[config.mk]
export PLATFORM = sky130hd
export DESIGN_NAME = sample_ctrl_regs
export DESIGN_NICKNAME = d
export VERILOG_FILES = /design/src/rtl/sample_ctrl_regs.sv
export SDC_FILE = /design/constraint.sdc
export NUM_CORES = 1
export LEC_CHECK = 0
export BUFFER_PORTS_ARGS = -buffer_cell sky130_fd_sc_hd__buf_2
export CAP_MARGIN = 5
export CORE_ASPECT_RATIO = 0.9
export CORE_MARGIN = 10
export CORE_UTILIZATION = 45
export DETAILED_ROUTE_END_ITERATION = 10
export MAX_ROUTING_LAYER = met4
export PLACE_DENSITY = 0.67
export RECOVER_POWER = 50
export SLEW_MARGIN = 30
export SYNTH_ARGS = -nofsm -noshare
export SYNTH_HDL_FRONTEND = slang
export SYNTH_SLANG_ARGS = --single-unit
[constraint.sdc]
create_clock -name clk -period 2.9 [get_ports clk]
set_input_delay 0 -clock clk [delete_from_list [all_inputs] [get_ports clk]]
set_output_delay 0 -clock clk [all_outputs]
set_load 0.1 [all_outputs]
[src/rtl/sample_ctrl_regs.sv]
module sample_ctrl_regs #(
  parameter logic [15:0] START_BASE = 16'hC000,
  parameter logic [15:0] WRAP_BASE  = 16'h8000
) (
  input  logic        clk,
  input  logic        rst_n,
  input  logic        wr_en,
  input  logic [1:0]  wr_off,
  input  logic [7:0]  wr_data,
  input  logic        stat_wr,
  input  logic        stat_en,
  input  logic        fetch_ack,
  output logic        irq_en,
  output logic        loop_en,
  output logic [3:0]  rate_idx,
  output logic [6:0]  level,
  output logic [15:0] start_addr,
  output logic [11:0] samp_len,
  output logic [15:0] cur_addr,
  output logic [11:0] remain,
  output logic        buf_empty,
  output logic        irq_flag
);

  logic wr_setup, wr_level, wr_start, wr_len;
  logic fetch_go, fetch_last;
  logic [15:0] addr_inc;

  assign wr_setup   = wr_en && (wr_off == 2'd0);
  assign wr_level   = wr_en && (wr_off == 2'd1);
  assign wr_start   = wr_en && (wr_off == 2'd2);
  assign wr_len     = wr_en && (wr_off == 2'd3);
  assign fetch_go   = fetch_ack && !stat_wr && (remain != '0);
  assign fetch_last = fetch_go && (remain == 12'd1);
  assign addr_inc   = (cur_addr == 16'hFFFF) ? WRAP_BASE : cur_addr + 16'd1;

  always_ff @(posedge clk) begin
    if (!rst_n) begin
      irq_en     <= 1'b0;
      loop_en    <= 1'b0;
      rate_idx   <= '0;
      level      <= '0;
      start_addr <= '0;
      samp_len   <= '0;
    end else begin
      if (wr_setup) begin
        irq_en   <= wr_data[7];
        loop_en  <= wr_data[6];
        rate_idx <= wr_data[3:0];
      end
      if (wr_level) level      <= wr_data[6:0];
      if (wr_start) start_addr <= START_BASE | {2'b00, wr_data, 6'b0};
      if (wr_len)   samp_len   <= {wr_data, 4'h1};
    end
  end

  always_ff @(posedge clk) begin
    if (!rst_n)
      irq_flag <= 1'b0;
    else if (wr_setup && !wr_data[7])
      irq_flag <= 1'b0;
    else if (fetch_last && !loop_en && irq_en)
      irq_flag <= 1'b1;
  end

  always_ff @(posedge clk) begin
    if (!rst_n) begin
      cur_addr  <= '0;
      remain    <= '0;
      buf_empty <= 1'b1;
    end else if (stat_wr) begin
      if (!stat_en) begin
        remain    <= '0;
        buf_empty <= 1'b1;
      end else if (remain == '0) begin
        remain   <= samp_len;
        cur_addr <= start_addr;
      end
    end else if (fetch_go) begin
      buf_empty <= 1'b0;
      if (fetch_last && loop_en) begin
        remain   <= samp_len;
        cur_addr <= start_addr;
      end else begin
        remain   <= remain - 12'd1;
        cur_addr <= addr_inc;
      end
    end
  end

endmodule


Yosys cells after proc, flatten, opt, wreduce, memory -nomap -nowiden
Index checks and enable logic that the tools add are counted.
{"block": "totals", "romBits": 0, "word_cells": 58, "n_memories": 0, "latchBits": 0, "reg_bits": 61, "ram_bits": 0, "out_inout_bits": 71}
{"block": "op_classes", "div_mod_pow": 0, "n_eq_ne": 9, "muxes": 14, "shift": 0, "order_cmp": 0, "reduce_logical": 22, "add_sub_neg": 2, "multipliers": 0, "bitwise_logic": 1}
{"op": "$mux 16", "n": 6}
{"op": "$mux 12", "n": 5}
{"op": "$add 16x1->16 const B", "n": 1}
{"op": "$eq 16x16->1 const B", "n": 1}
{"op": "$eq 12x1->1 const B", "n": 1}
{"op": "$logic_not 12->1", "n": 1}
{"op": "$reduce_bool 12->1", "n": 1}
{"op": "$sub 12x1->12 const B", "n": 1}
{"op": "$logic_and 1x1->1", "n": 11}
{"op": "$eq 2x2->1 const B", "n": 2}
{"op": "$ne 2x1->1 const B", "n": 2}
{"op": "$reduce_and 2->1", "n": 2}
{"op": "$logic_not 1->1", "n": 3}
{"op": "$mux 1", "n": 3}
{"op": "$ne 3x2->1 const B", "n": 1}
{"op": "$reduce_and 3->1", "n": 1}
{"op": "$eq 2x1->1 const B", "n": 1}
{"op": "$logic_not 2->1", "n": 1}
{"op": "$ne 2x2->1 const B", "n": 1}
{"op": "$reduce_bool 2->1", "n": 1}
{"op": "$reduce_or 2->1", "n": 1}
{"op": "$not 1->1", "n": 1}

Depth between registers and ports, before layout
Gate-level depths: netlist of run 1.
{"block": "logic_depth", "depth_word": 8, "depth_mapped": 8}

Least setup slack after synthesis of run 1
Ideal clock, no wire load.
{"block": "synth_timing", "path_type": "register to register", "startpoint": "register remain[0]", "endpoint": "register cur_addr[9]", "setup_slack_ns": 0.049, "path_buffers": 0, "t_arrival_ns": 2.733, "required_ns": 2.783, "stages_incl_launch_ff": 8, "cell_sequence": "dfxtp_1 -> inv_1 -> ha_1 -> nand3b_1 -> o41ai_4 -> a31oi_4 -> a221o_1 -> o211a_1"}
{"block": "synth_between", "elab_chain_cells": 7, "elab_cells_between_ends": 12, "classes_between": "eq/ne: 2; mux: 3; reduce/logical: 7"}
{"item": "from (decl)", "line": "20", "text": "output logic [11:0] remain,"}
{"item": "from (signal assigned)", "line": "76", "text": "remain <= samp_len;"}
{"item": "from (signal assigned)", "line": "82", "text": "remain <= samp_len;"}
{"item": "from (signal assigned)", "line": "85", "text": "remain <= remain - 12'd1;"}
{"item": "$reduce_bool 12->1", "line": "33", "text": "assign fetch_go = fetch_ack && !stat_wr && (remain != '0);"}
{"item": "$logic_and 1x1->1", "line": "33"}
{"item": "$logic_and 1x1->1", "line": "34", "text": "assign fetch_last = fetch_go && (remain == 12'd1);"}
{"item": "$logic_and 1x1->1", "line": "81", "text": "if (fetch_last && loop_en) begin"}
{"item": "$mux 16", "line": "81"}
{"item": "$mux 16", "line": "79", "text": "end else if (fetch_go) begin"}
{"item": "$mux 16", "line": "71", "text": "end else if (stat_wr) begin"}
{"item": "to (signal assigned)", "line": "77", "text": "cur_addr <= start_addr;"}
{"item": "to (signal assigned)", "line": "83", "text": "cur_addr <= start_addr;"}
{"item": "to (signal assigned)", "line": "86", "text": "cur_addr <= addr_inc;"}
{"item": "to (decl)", "line": "19", "text": "output logic [15:0] cur_addr,"}
Several ways; a longest one is shown, not always the timed one. The select of a mux whose other input is x is not followed.
A chain may end at the register's enable or synchronous reset.

Worst setup path in the final report of run 1
{"block": "layout_timing", "startpoint": "register remain[4]", "endpoint": "register cur_addr[9]"}
The elaborated chain is that of the path after synthesis.

==> results of run 1 <==
[final cells by class]
type | instances | area share (%)
clock buffer | 11 | 3.55
timing repair buffer | 93 | 13.4
multi-input combinational | 268 | 45.1
sequential | 61 | 33.0
clock inverter | 5 | 1.01
inverter | 9 | 0.912
tap | 90 | 3.04
[final timing paths]
check,from,endpoint,slack (ps),cells after the start
worst max-delay path,remain[4]$_SDFFE_PN0P_,cur_addr[9]$_SDFFE_PN0P_,350,5
worst min-delay path,stat_wr,remain[9]$_SDFFE_PN0P_,30,3
worst max register to register,remain[4]$_SDFFE_PN0P_,cur_addr[9]$_SDFFE_PN0P_,350,5
worst min register to register,samp_len[5]$_SDFFE_PN0P_,samp_len[5]$_SDFFE_PN0P_,490,2
[metal layers]
layer  part of all wire (%)  wire length (um)
met2                     45              4070
met5                      0                 0
met3                    7.0               628
met4                    1.1               102
met1                     46              4150
[stage by stage]
| stage | hold WS (ps) | utilization (%) | cells |
|---|---|---|---|
| final | 25.3 | 55.9 | 537 |
| after global routing | 41.9 | 55.9 | 537 |
| after CTS | 8.63 | 56.6 | 537 |
| after detailed placement | 282 | 52.7 | 512 |
| after global placement | 275 | 52.7 | 512 |
| after floorplan | 136 | - | 371 |
[flip-flops by register name, summed over array words and instances (netlist names)]
name        flops
level           7
rate_idx        4
irq_flag        1
start_addr      9
irq_en          1
loop_en         1
buf_empty       1
remain         12
cur_addr       16
samp_len        9
[placed cells by master (no fill, tap or decap), types with 4 or more instances in the layout]
| master | count |
|---|---|
| sky130_fd_sc_hd__dlygate4sd3_1 | 9 |
| sky130_fd_sc_hd__buf_2 | 47 |
| sky130_fd_sc_hd__nand4_1 | 7 |
| sky130_fd_sc_hd__inv_1 | 9 |
| sky130_fd_sc_hd__nor2_1 | 34 |
| sky130_fd_sc_hd__a22oi_1 | 5 |
| sky130_fd_sc_hd__or4_1 | 4 |
| sky130_fd_sc_hd__dfxtp_1 | 61 |
| sky130_fd_sc_hd__o22ai_1 | 4 |
| sky130_fd_sc_hd__nand3b_1 | 4 |
| sky130_fd_sc_hd__o21ai_1 | 6 |
| sky130_fd_sc_hd__a31oi_1 | 5 |
| sky130_fd_sc_hd__o21ai_0 | 8 |
| sky130_fd_sc_hd__buf_4 | 4 |
| sky130_fd_sc_hd__nand3_1 | 15 |
| sky130_fd_sc_hd__conb_1 | 9 |
| sky130_fd_sc_hd__mux2i_1 | 21 |
| sky130_fd_sc_hd__nor3_1 | 12 |
| sky130_fd_sc_hd__clkbuf_8 | 9 |
| sky130_fd_sc_hd__nor4_1 | 7 |
| sky130_fd_sc_hd__o211ai_1 | 7 |
| sky130_fd_sc_hd__a21oi_1 | 29 |
| sky130_fd_sc_hd__clkbuf_1 | 33 |
| sky130_fd_sc_hd__nand2_1 | 35 |
[cell families after synthesis]
kind of cell | synth area share (%)
other | 0.121
buffers and inverters | 7.30
xor gates and xnor gates | 1.14
DFF | 39.6
and+or+nand+nor | 23.5
AOI/OAI and AO/OA | 20.4
adders and majority gates | 1.22
muxes | 6.81
[synthesized netlist by cell type (all sizes together) (4+ instances only)]
master / n / area, um2
a31oi: 6 / 52.6
o22ai: 4 / 25.0
o21ai: 14 / 70.1
nand3: 15 / 75.1
a22oi: 5 / 37.5
dfxtp: 61 / 1220
nor4: 7 / 43.8
inv: 9 / 33.8
mux2i: 21 / 210
o211ai: 7 / 52.6
a21oi: 29 / 145
nor3: 13 / 70.1
nand4: 7 / 43.8
nand2: 36 / 138
or4: 5 / 41.3
buf: 21 / 146
nand3b: 4 / 30.0
nor2: 34 / 128
clkbuf: 12 / 45.0
[report_power, final]
part	switching [uW]	internal (uW)
registers	78.8	895
clock network	339	312
logic	780	242
total	1200	1450
[what timing repair did]
item / CTS / global route
hold endpoints to repair: 26 / 0
hold buffers: 9 / 0
endpoints found under the setup margin: 0 / 0
[critical path: cells and delay by family (launching register included)]
| kind | cells | cell delay (ps) |
|---|---|---|
| and+or+nand+nor | 1 | 730 |
| AOI/OAI and AO/OA | 4 | 1330 |
| DFF | 1 | 380 |
==> load_flow_metrics.sql, run 1 <==
INSERT INTO impl_metrics (metric_group, metric, value, unit) VALUES
('logic_synthesis', 'synth-async-reset-ratio', '0', '%'),
('clock_tree', 'clock-root-buffer', 'sky130_fd_sc_hd__clkbuf_8', ''),
('clock_tree', 'ctsResizeCount', '0', ''),
('floorplan', 'placement_rows', '28', ''),
('place', 'dpl_cell_area', '3490', 'um2'),
('place', 'detailedPlace.worstSlack', '382', 'ps'),
('logic_synthesis', 'part_of_the_yosys_area_used_for_sequential_elements', '39.6', '%'),
('logic_synthesis', 'ys_dominant_reg_cell', 'sky130_fd_sc_hd__dfxtp_1', ''),
('critical_path', 'worstSetupStartpointType', 'register', ''),
('detailed_routing', 'drt-vias-per-instance', '5.56', ''),
('sta', 'finalClockSkew', '10.7', 'ps'),
('place', 'dp_hpwl', '6570', 'um'),
('global_route', 'grt_use_total', '17.1', '%'),
('job', 'drv_cap', '1', ''),
('logic_synthesis', 'synth.distinct_cells', '61', ''),
('sta', 'rsz0062_at_grt', 'false', ''),
('detailed_routing', 'ant_nets', '0', ''),
('critical_path', 'critical_path.max_stage_delay', '730', 'ps'),
('critical_path', 'cp_data_arrival_time', '2770', 'ps'),
('global_route', 'grt.busiest_layer', 'met2', ''),
('global_route', 'grt_pass1_vias', '2778', ''),
('clock_tree', 'numClockSinks', '61', ''),
('critical_path', 'path_class', 'register to register', ''),
('detailed_routing', 'initial_drt_pass_iterations', '4', ''),
('global_route', 'gr-total-overflow', '0', ''),
('sta', 'setup-violations-final', '0', ''),
('sta', 'layout_worst_path_cycle_share', '87.9', '%'),
('layout', 'final_net_count', '461', ''),
('layout', 'postLayoutCellArea', '3700', 'um2'),
('pwr', 'p_per_cell_area', '715', 'nW/um2'),
('sta', 'max_slew_margin', '-0.527', '%'),
('critical_path', 'crit_path_top_delay_cell', 'sky130_fd_sc_hd__or4_1', ''),
('floorplan', 'io_pins', '87', ''),
('place', 'port_buffers', '77', ''),
('logic_synthesis', 'yosysWarnings', '0', ''),
('clock_tree', 'cts_made_buffers', '9', ''),
('logic_synthesis', 'netlist_area', '3090', 'um2'),
('place', 'gp_congestion', '0.884', ''),
('status', 'violated_checks', 'max-capacitance violations, max-slew violations', ''),
('pwr', 'leakagePower', '0.00152', 'uW'),
('logic_synthesis', 'synthesis_stage_register_bit_count', '61', ''),
('pwr', 'totalPowerFinal', '2650', 'uW'),
('critical_path', 'critical_path.cell_chain', 'or4_1 -> o41ai_4 -> a31oi_4 -> a221o_1 -> o211a_1', ''),
('clock_tree', 'worst_setup_hold_path_clk_slew', '70', 'ps'),
('logic_synthesis', 'gate_count_after_technology_mapping', '363', ''),
('clock_tree', 'clock_path_buffers', '2', ''),
('sta', 'postLayoutSetupSlackWorst', '350', 'ps'),
('worst_hold_path', 'worstHoldPathType', 'input pin to register', ''),
('global_route', 'grt_use_met3', '4.49', '%'),
('sta', 'period_needed', '2550', 'ps'),
('layout', 'seqCellArea', '1220', 'um2'),
('floorplan', 'die_height', '98.6', 'um'),
('layout', 'synthToLayoutAreaGrowth', '20.0', '%'),
('floorplan', 'floorplan.initialDensity', '46.6', '%'),
('sta', 'max_slew_vio_count', '35', ''),
('floorplan', 'floorplan.core_area', '6620', 'um2'),
('floorplan', 'die_width', '107', 'um'),
('global_route', 'grtUsageMet2', '25.2', '%'),
('global_route', 'gr-usage-met1', '22.5', '%'),
('sta', 'tightestPinTransition', '1510', 'ps'),
('sta', 'max_freq', '392', 'MHz'),
('global_route', 'antenna_found_initial', '0', ''),
('layout', 'layout-drive-gt1-share', '17.0', '%'),
('clock_tree', 'post-cts-setup-buffer-count', '0', ''),
('critical_path', 'path_max_fanout', '9', ''),
('clock_tree', 'clock_insertion_delay_worst_skew', '330', 'ps'),
('clock_tree', 'h-tree-depth', '3', ''),
('layout', 'multi_input_area', '1670', 'um2'),
('floorplan', 'die_area', '10600', 'um2'),
('status', 'outcome', 'complete, but fails checks', ''),
('detailed_routing', 'detail_route.iter0.violations', '189', '');
Power figures use the tool's default switching activity.
==> run 2, diff against run 1 <==
ABC_AREA = 1   (was unset)
ABC_CLOCK_PERIOD_IN_PS = 2900   (was unset)
CTS_CLUSTER_DIAMETER = 80   (was unset)
PLACE_DENSITY = 0.66   (was 0.67)
==> run 2 against run 1 <==
Net effect:
- highest routed layer unchanged
- design area increased by 6.6%
- the run still ends with max-capacitance violations, max-slew violations left
- core utilization decreased by 0.43 points
- first-iteration DRC count shrank 7.9%
- area after synthesis increased by 7.1%
- register-to-register slack improved by 600 ps
- global-route usage rose by 1.1 points
==> load_flow_metrics.sql, run 2 <==
INSERT INTO impl_metrics (metric_group, metric, value, unit) VALUES
('global_route', 'antenna_found_initial', '0', ''),
('place', 'dp_hpwl', '7250', 'um'),
('worst_hold_path', 'min_path_cells', '3', ''),
('clock_tree', 'ctsResizeCount', '0', ''),
('pwr', 'leakagePower', '0.00173', 'uW'),
('detailed_routing', 'drc', '0', ''),
('logic_synthesis', 'synth_area_leaders', 'sky130_fd_sc_hd__dfxtp_1 (37%), sky130_fd_sc_hd__a21oi_1 (8.2%), sky130_fd_sc_hd__o21ai_0 (7.9%)', ''),
('floorplan', 'floorplan.initialDensity', '46.5', '%'),
('layout', 'finalNonFillerCells', '636', ''),
('clock_tree', 'clock_insertion_delay_worst_skew', '340', 'ps'),
('clock_tree', 'post-cts-setup-buffer-count', '0', ''),
('critical_path', 'critical_path.max_stage_delay', '420', 'ps'),
('global_route', 'grt_pass1_vias', '3133', ''),
('layout', 'largest_reg_flops', '16', ''),
('detailed_routing', 'routed_wl', '9610', 'um'),
('critical_path', 'cp_common_cell', 'sky130_fd_sc_hd__o21ai_2', ''),
('global_route', 'grt_use_met3', '3.37', '%'),
('critical_path', 'required_time_at_the_worst_slack_endpoint', '3160', 'ps'),
('critical_path', 'path_max_fanout', '12', ''),
('sta', 'tightestPinTransition', '1730', 'ps'),
('layout', 'final.fill_count', '752', ''),
('place', 'gp_congestion', '0.957', ''),
('global_route', 'gr-total-overflow', '0', ''),
('clock_tree', 'h-tree-depth', '3', ''),
('clock_tree', 'numClockSinks', '61', ''),
('sta', 'final.setup.tns', '0', 'ps'),
('place', 'port_buffers', '77', ''),
('pwr', 'p_per_cell_area', '760', 'nW/um2'),
('status', 'outcome', 'complete, but fails checks', ''),
('floorplan', 'placement_rows', '29', ''),
('sta', 'finalClockSkew', '7.37', 'ps'),
('critical_path', 'crit_path_top_delay_cell', 'sky130_fd_sc_hd__o21ai_2', ''),
('layout', 'final_net_count', '557', ''),
('layout', 'mostFrequentLayoutCell', 'sky130_fd_sc_hd__nor2_1', ''),
('worst_hold_path', 'hold_path_startpoint', 'stat_en', ''),
('critical_path', 'ff2ff_setup_slack', '950', 'ps'),
('logic_synthesis', 'synth_largest_area_cell', 'sky130_fd_sc_hd__dfxtp_1', ''),
('critical_path', 'timing.critical_path.buf_inv', '2', ''),
('detailed_routing', 'detail_route.iter0.violations', '174', ''),
('logic_synthesis', 'yosysWarnings', '0', ''),
('logic_synthesis', 'post-synth-top-count-cell', 'sky130_fd_sc_hd__nor2_1', ''),
('critical_path', 'depth_of_the_worst_register_to_register_path', '9', ''),
('critical_path', 'critical-path-top-delay-family', 'compound AO/OA/AOI/OAI gates', ''),
('logic_synthesis', 'netlist_area', '3310', 'um2'),
('layout', 'mostFrequentLayoutCells', 'sky130_fd_sc_hd__nor2_1 (68), sky130_fd_sc_hd__dfxtp_1 (61), sky130_fd_sc_hd__a21oi_1 (54)', ''),
('sta', 'max_freq', '512', 'MHz'),
('clock_tree', 'ctsHoldBuffers', '8', ''),
('clock_tree', 'worst_setup_hold_path_clk_slew', '70', 'ps'),
('logic_synthesis', 'ys_top_cells_by_count', 'sky130_fd_sc_hd__nor2_1 (68), sky130_fd_sc_hd__dfxtp_1 (61), sky130_fd_sc_hd__a21oi_1 (54)', ''),
('logic_synthesis', 'gate_count_after_technology_mapping', '457', ''),
('worst_hold_path', 'whs_endpoint', 'buf_empty$_SDFFE_PN1P_', ''),
('floorplan', 'die_area', '11200', 'um2'),
('critical_path', 'timing.rr.end', 'remain[2]$_SDFFE_PN0P_', ''),
('global_route', 'gr-usage-met1', '24.5', '%'),
('global_route', 'grtUsageMet2', '26.7', '%'),
('critical_path', 'worstSetupStartpointType', 'register', ''),
('critical_path', 'path_class', 'register to register', ''),
('logic_synthesis', 'synth_enable_flop_cells', '0', ''),
('logic_synthesis', 'syn_area_per_cell', '7.23', 'um2'),
('sta', 'final_hold_viol_count', '0', ''),
('critical_path', 'cell_depth_of_the_worst_setup_path', '9', ''),
('global_route', 'grt.busiest_layer', 'met2', ''),
('pwr', 'vdd.ir_drop.worst', '356', 'uV'),
('layout', 'most_flops_register', 'cur_addr', ''),
('logic_synthesis', 'synth.distinct_cells', '40', ''),
('clock_tree', 'cts_made_buffers', '9', ''),
('logic_synthesis', 'part_of_the_yosys_area_used_for_sequential_elements', '36.9', '%'),
('critical_path', 'cp_data_arrival_time', '2210', 'ps'),
('floorplan', 'io_pins', '87', ''),
('logic_synthesis', 'synth-async-reset-ratio', '0', '%'),
('worst_hold_path', 'worstHoldPathType', 'input pin to register', ''),
('job', 'drv_cap', '1', ''),
('detailed_routing', 'routed_wire_length_per_instance', '15.1', 'um'),
('sta', 'max_slew_margin', '-15.5', '%'),
('detailed_routing', 'ant_nets', '0', ''),
('detailed_routing', 'initial_drt_pass_iterations', '5', ''),
('logic_synthesis', 'ys_dominant_reg_cell', 'sky130_fd_sc_hd__dfxtp_1', ''),
('logic_synthesis', 'synthesis_stage_register_bit_count', '61', ''),
('sta', 'postLayoutSetupSlackWorst', '948', 'ps'),
('place', 'detailedPlace.worstSlack', '993', 'ps'),
('place', 'place.detailed.instances', '612', ''),
('logic_synthesis', 'synth_top_area_share', '36.9', '%'),
('sta', 'rsz0062_at_grt', 'false', ''),
('layout', 'synthToLayoutAreaGrowth', '19.4', '%'),
('floorplan', 'die_height', '101', 'um'),
('status', 'violated_checks', 'max-capacitance violations, max-slew violations', ''),
('clock_tree', 'clock_path_buffers', '2', ''),
('critical_path', 'timing.critical_path.to_type', 'register', ''),
('layout', 'n_antenna_cell', '0', ''),
('detailed_routing', 'num_vias', '3249', ''),
('layout', 'layout-drive-gt1-share', '19.7', '%'),
('critical_path', 'critical_path.cell_chain', 'inv_1 -> ha_1 -> nand3_4 -> inv_2 -> nand2_2 -> nor2_8 -> o21ai_2 -> o21ai_2 -> nor3_1', ''),
('clock_tree', 'cts_tree', 'built', ''),
('sta', 'layout_worst_path_cycle_share', '67.3', '%'),
('sta', 'max_slew_vio_count', '50', ''),
('sta', 'setup-violations-final', '0', ''),
('global_route', 'grt_max_degree', '50', ''),
('sta', 'period_needed', '1950', 'ps'),
('floorplan', 'die_width', '110', 'um'),
('clock_tree', 'clock-root-buffer', 'sky130_fd_sc_hd__clkbuf_8', ''),
('critical_path', 'critical_path.reg2reg.startpoint', 'remain[0]$_SDFFE_PN0P_', ''),
('layout', 'biggestRegsByFlops', 'cur_addr x16, remain x12', ''),
('global_route', 'grt_use_total', '18.2', '%'),
('floorplan', 'floorplan.core_area', '7110', 'um2'),
('global_route', 'grt_pass1_wl', '15900', 'um'),
('detailed_routing', 'drt-vias-per-instance', '5.11', '');
run 2: cell count changes after synthesis, moves of 13 or more:
cell and change:
sky130_fd_sc_hd__a21oi_1 +25, sky130_fd_sc_hd__inv_2 +13, sky130_fd_sc_hd__mux2i_1 -21, sky130_fd_sc_hd__o21ai_0 +44, sky130_fd_sc_hd__nor2_1 +34, sky130_fd_sc_hd__inv_1 +35
run 2: report_power, final:
group / total [uW] / switching, uW / internal, uW
Combinational: 1170 / 936 / 233
Clock: 845 / 363 / 483
Sequential: 985 / 79.0 / 906
Total: 3000 / 1380 / 1620
run 2: cells by family (layout without fill, tap and decap cells):
| kind of cell | after synthesis | after routing | share of synthesized area, % |
|---|---|---|---|
| AO/OA/AOI/OAI | 119 | 119 | 18.8 |
| adder cells (fa/ha/maj) | 3 | 3 | 1.14 |
| buffers and inverters | 84 | 162 | 11.6 |
| flip-flops | 61 | 61 | 36.9 |
| AND/OR/NAND/NOR | 174 | 174 | 27.4 |
| other | 1 | 9 | 0.113 |
| XOR/XNOR | 15 | 15 | 3.97 |
run 2: per-stage QoR:
step | util, % | hold slack, ps | area, um2 | power (uW)
CTS | 56.1 | 5.11 | 3990 | 3010
finish | 55.5 | 8.51 | 3950 | 3000
global route | 55.5 | 4.76 | 3950 | 3150
detailed placement | 51.9 | 274 | 3690 | 2170
global placement | 51.9 | 257 | 3690 | 2170
floorplan | - | 135 | 3340 | 1990
run 2: tightest hold or removal path, delay by kind of cell:
family	cells	cell delay, ps
AND/OR/NAND/NOR	2	200
buffers and inverters	1	90
run 2: final cells by class:
cell class | count | area [um2] | share of cell area [%]
well taps | 93 | 116 | 2.95
flip-flops and latches | 61 | 1220 | 30.9
inverters | 61 | 236 | 5.99
clock buffers | 10 | 128 | 3.23
multi-input cells | 320 | 1730 | 43.9
repair buffers | 85 | 427 | 10.8
clock inverters | 6 | 87.6 | 2.22
run 2: routing by layer:
layer | vias up | wire (um)
met4 | 0 | 140
met3 | 12 | 616
met2 | 104 | 4190
li1 | 1632 | -
met1 | 1501 | 4660
met5 | - | 0
run 2: worst max-delay path by stage:
stage / startpoint / endpoint / slack (ps)
6_report: remain[0]$_SDFFE_PN0P_ / remain[2]$_SDFFE_PN0P_ / 950
5_1_grt: remain[0]$_SDFFE_PN0P_ / remain[2]$_SDFFE_PN0P_ / 710
3_5_place_dp: remain[0]$_SDFFE_PN0P_ / remain[2]$_SDFFE_PN0P_ / 990
3_3_place_gp: remain[0]$_SDFFE_PN0P_ / remain[2]$_SDFFE_PN0P_ / 1030
4_1_cts: remain[0]$_SDFFE_PN0P_ / remain[2]$_SDFFE_PN0P_ / 980
2_1_floorplan: remain[0]$_SDFFE_PN0P_ / remain[3]$_SDFFE_PN0P_ / 460
==> run 3, diff against run 2 <==
ABC_CLOCK_PERIOD_IN_PS = 1600   (was 2900)
PLACE_DENSITY = 0.69   (was 0.66)
clock period = 1.6 ns   (was 2.9 ns; I/O delays follow)
==> run 3 against run 2 <==
Net effect:
- the run ends with negative setup slack left
- sequential cell count unchanged
- combinational power increased by 120%
- die area unchanged
- clock power increased by 82%
- maximum frequency increased by 14%
- register-to-register slack got worse by 1100 ps
- worst hold slack improved by 38 ps
- via count increased by 7.6%
==> load_flow_metrics.sql, run 3 (same netlist as run 2, synthesis figures left out) <==
INSERT INTO impl_metrics (metric_group, metric, value, unit) VALUES
('status', 'outcome', 'complete, but fails checks', ''),
('status', 'violated_checks', 'negative setup slack', ''),
('sta', 'layout_worst_path_cycle_share', '107', '%'),
('global_route', 'antenna_found_initial', '0', ''),
('critical_path', 'worstSetupStartpointType', 'register', ''),
('clock_tree', 'cts_made_buffers', '9', ''),
('floorplan', 'floorplan.core_area', '7110', 'um2'),
('layout', 'most_flops_register', 'cur_addr', ''),
('global_route', 'grt_use_total', '19.1', '%'),
('place', 'dp_hpwl', '7700', 'um'),
('place', 'place.detailed.instances', '645', ''),
('global_route', 'grt_max_degree', '27', ''),
('layout', 'mostFrequentLayoutCell', 'sky130_fd_sc_hd__nor2_1', ''),
('clock_tree', 'cts_tree', 'built', ''),
('critical_path', 'cp_data_arrival_time', '2000', 'ps'),
('place', 'gp_congestion', '0.905', ''),
('sta', 'rsz0062_at_grt', 'true', ''),
('floorplan', 'die_height', '101', 'um'),
('critical_path', 'required_time_at_the_worst_slack_endpoint', '1880', 'ps'),
('place', 'port_buffers', '77', ''),
('layout', 'synthToLayoutAreaGrowth', '43.6', '%'),
('sta', 'final_hold_viol_count', '0', ''),
('sta', 'max_slew_margin', '62.8', '%'),
('detailed_routing', 'top_sig_layer', 'met4', ''),
('layout', 'multi_input_area', '2010', 'um2'),
('pwr', 'p_per_cell_area', '1250', 'nW/um2'),
('floorplan', 'placement_rows', '29', ''),
('detailed_routing', 'drc', '0', ''),
('pwr', 'leakagePower', '0.00211', 'uW'),
('detailed_routing', 'routed-wl-met3', '806', 'um'),
('sta', 'setup-violations-final', '28', ''),
('global_route', 'gr-total-overflow', '0', ''),
('layout', 'final.fill_count', '594', ''),
('sta', 'finalClockSkew', '12.7', 'ps'),
('global_route', 'grt_pass1_vias', '3319', ''),
('detailed_routing', 'wl_met1', '4900', 'um'),
('layout', 'finalCoreUtilization', '66.8', '%'),
('clock_tree', 'worst_setup_hold_path_clk_slew', '80', 'ps'),
('layout', 'layout-drive-gt1-share', '42.1', '%'),
('clock_tree', 'clock_path_buffers', '2', ''),
('floorplan', 'floorplan.initialDensity', '46.5', '%'),
('clock_tree', 'numClockSinks', '61', ''),
('detailed_routing', 'initial_drt_pass_iterations', '5', ''),
('sta', 'max_freq', '582', 'MHz'),
('layout', 'mostFrequentLayoutCells', 'sky130_fd_sc_hd__nor2_1 (59), sky130_fd_sc_hd__buf_2 (53), sky130_fd_sc_hd__a21oi_1 (44)', ''),
('sta', 'tightestPinTransition', '559', 'ps'),
('detailed_routing', 'drt-vias-per-instance', '5.16', ''),
('detailed_routing', 'routed_wire_length_per_instance', '16.1', 'um'),
('sta', 'period_needed', '1720', 'ps'),
('worst_hold_path', 'hold_path_startpoint', 'stat_wr', ''),
('floorplan', 'io_pins', '87', ''),
('sta', 'postLayoutSetupSlackWorst', '-118', 'ps'),
('detailed_routing', 'num_vias', '3496', ''),
('layout', 'biggestRegsByFlops', 'cur_addr x16, remain x12', ''),
('critical_path', 'critical_path.reg2reg.startpoint', 'remain[1]$_SDFFE_PN0P_', ''),
('layout', 'n_antenna_cell', '0', ''),
('global_route', 'grt_pass1_wl', '16700', 'um'),
('layout', 'seqCellArea', '1310', 'um2'),
('pwr', 'totalPowerFinal', '5930', 'uW'),
('detailed_routing', 'detailroute.wirelength.met2', '4940', 'um'),
('detailed_routing', 'detail_route.iter0.violations', '226', ''),
('critical_path', 'timing.critical_path.to_type', 'register', ''),
('critical_path', 'path_max_fanout', '6', ''),
('place', 'detailedPlace.worstSlack', '-60.5', 'ps'),
('detailed_routing', 'routed_wl', '10900', 'um'),
('pwr', 'vdd.ir_drop.worst', '568', 'uV'),
('layout', 'final_net_count', '599', ''),
('sta', 'max_slew_vio_count', '0', ''),
('clock_tree', 'clock_insertion_delay_worst_skew', '350', 'ps'),
('critical_path', 'critical_path.startpoint', 'remain[1]$_SDFFE_PN0P_', ''),
('floorplan', 'die_width', '110', 'um'),
('detailed_routing', 'ant_nets', '0', ''),
('floorplan', 'die_area', '11200', 'um2'),
('layout', 'finalNonFillerCells', '678', ''),
('worst_hold_path', 'worstHoldPathType', 'input pin to register', ''),
('clock_tree', 'h-tree-depth', '3', ''),
('job', 'drv_cap', '0', ''),
('clock_tree', 'clock-root-buffer', 'sky130_fd_sc_hd__clkbuf_8', ''),
('layout', 'largest_reg_flops', '16', ''),
('critical_path', 'path_class', 'register to register', '');
-- run 3: path summary, 6_finish.rpt --
path	to	slack [ps]	cells past startpoint
min	remain[7]$_SDFFE_PN0P_	50	4
max reg2reg	cur_addr[10]$_SDFFE_PN0P_	-120	12
max	cur_addr[10]$_SDFFE_PN0P_	-120	12
min reg2reg	irq_flag$_SDFFE_PP0P_	460	2
-- run 3: timing repair --
action                                 in CTS  in global routing
pin swaps                                   7                 26
gates resized for setup                    11                 61
setup endpoints to repair                  24                 28
buffers inserted                            1                  6
cloned                                      0                  1
endpoints found under the hold margin      16                  0
hold buffers                                9                  0
-- run 3: through the flow --
stage | instance area [um2] | setup TNS (ps) | hold WS (ps)
floorplan | 3530 | -2440 | 135
global placement | 4140 | -24.6 | 287
detailed placement | 4140 | -386 | 280
CTS | 4500 | -51.1 | 36.7
global route | 4750 | -4120 | 52.4
finish | 4750 | -1750 | 46.4
-- run 3: cell type report --
cell class / instances / area share (%)
tap: 93 / 2.45
clock buffer: 10 / 2.69
inverter: 61 / 5.24
sequential: 61 / 27.6
clock inverter: 6 / 1.84
timing repair buffer: 127 / 17.9
multi-input combinational: 320 / 42.3
-- run 3: metal layers --
layer  vias up  track usage [%]
met2       140             27.4
met5         -                -
met3        26             3.75
met4         0             8.88
met1      1614             25.2
li1       1716                -
-- run 3: where the power goes --
group	total, uW	internal, uW	switching [uW]
Clock	1540	877	659
Sequential	1800	1660	145
Combinational	2590	694	1900
Total	5930	3230	2700
-- run 3: worst max-delay path: stages, from the launching register on --
cell and delay [ps]:
sky130_fd_sc_hd__dfxtp_4 350, sky130_fd_sc_hd__inv_4 80, sky130_fd_sc_hd__ha_4 150, sky130_fd_sc_hd__inv_2 40, sky130_fd_sc_hd__nor2_2 100, sky130_fd_sc_hd__nand2_2 80
sky130_fd_sc_hd__nor2_4 130, sky130_fd_sc_hd__nand4_4 180, sky130_fd_sc_hd__nand2_8 150, sky130_fd_sc_hd__buf_12 130, sky130_fd_sc_hd__buf_6 90, sky130_fd_sc_hd__a21oi_2 40
sky130_fd_sc_hd__a21oi_1 130
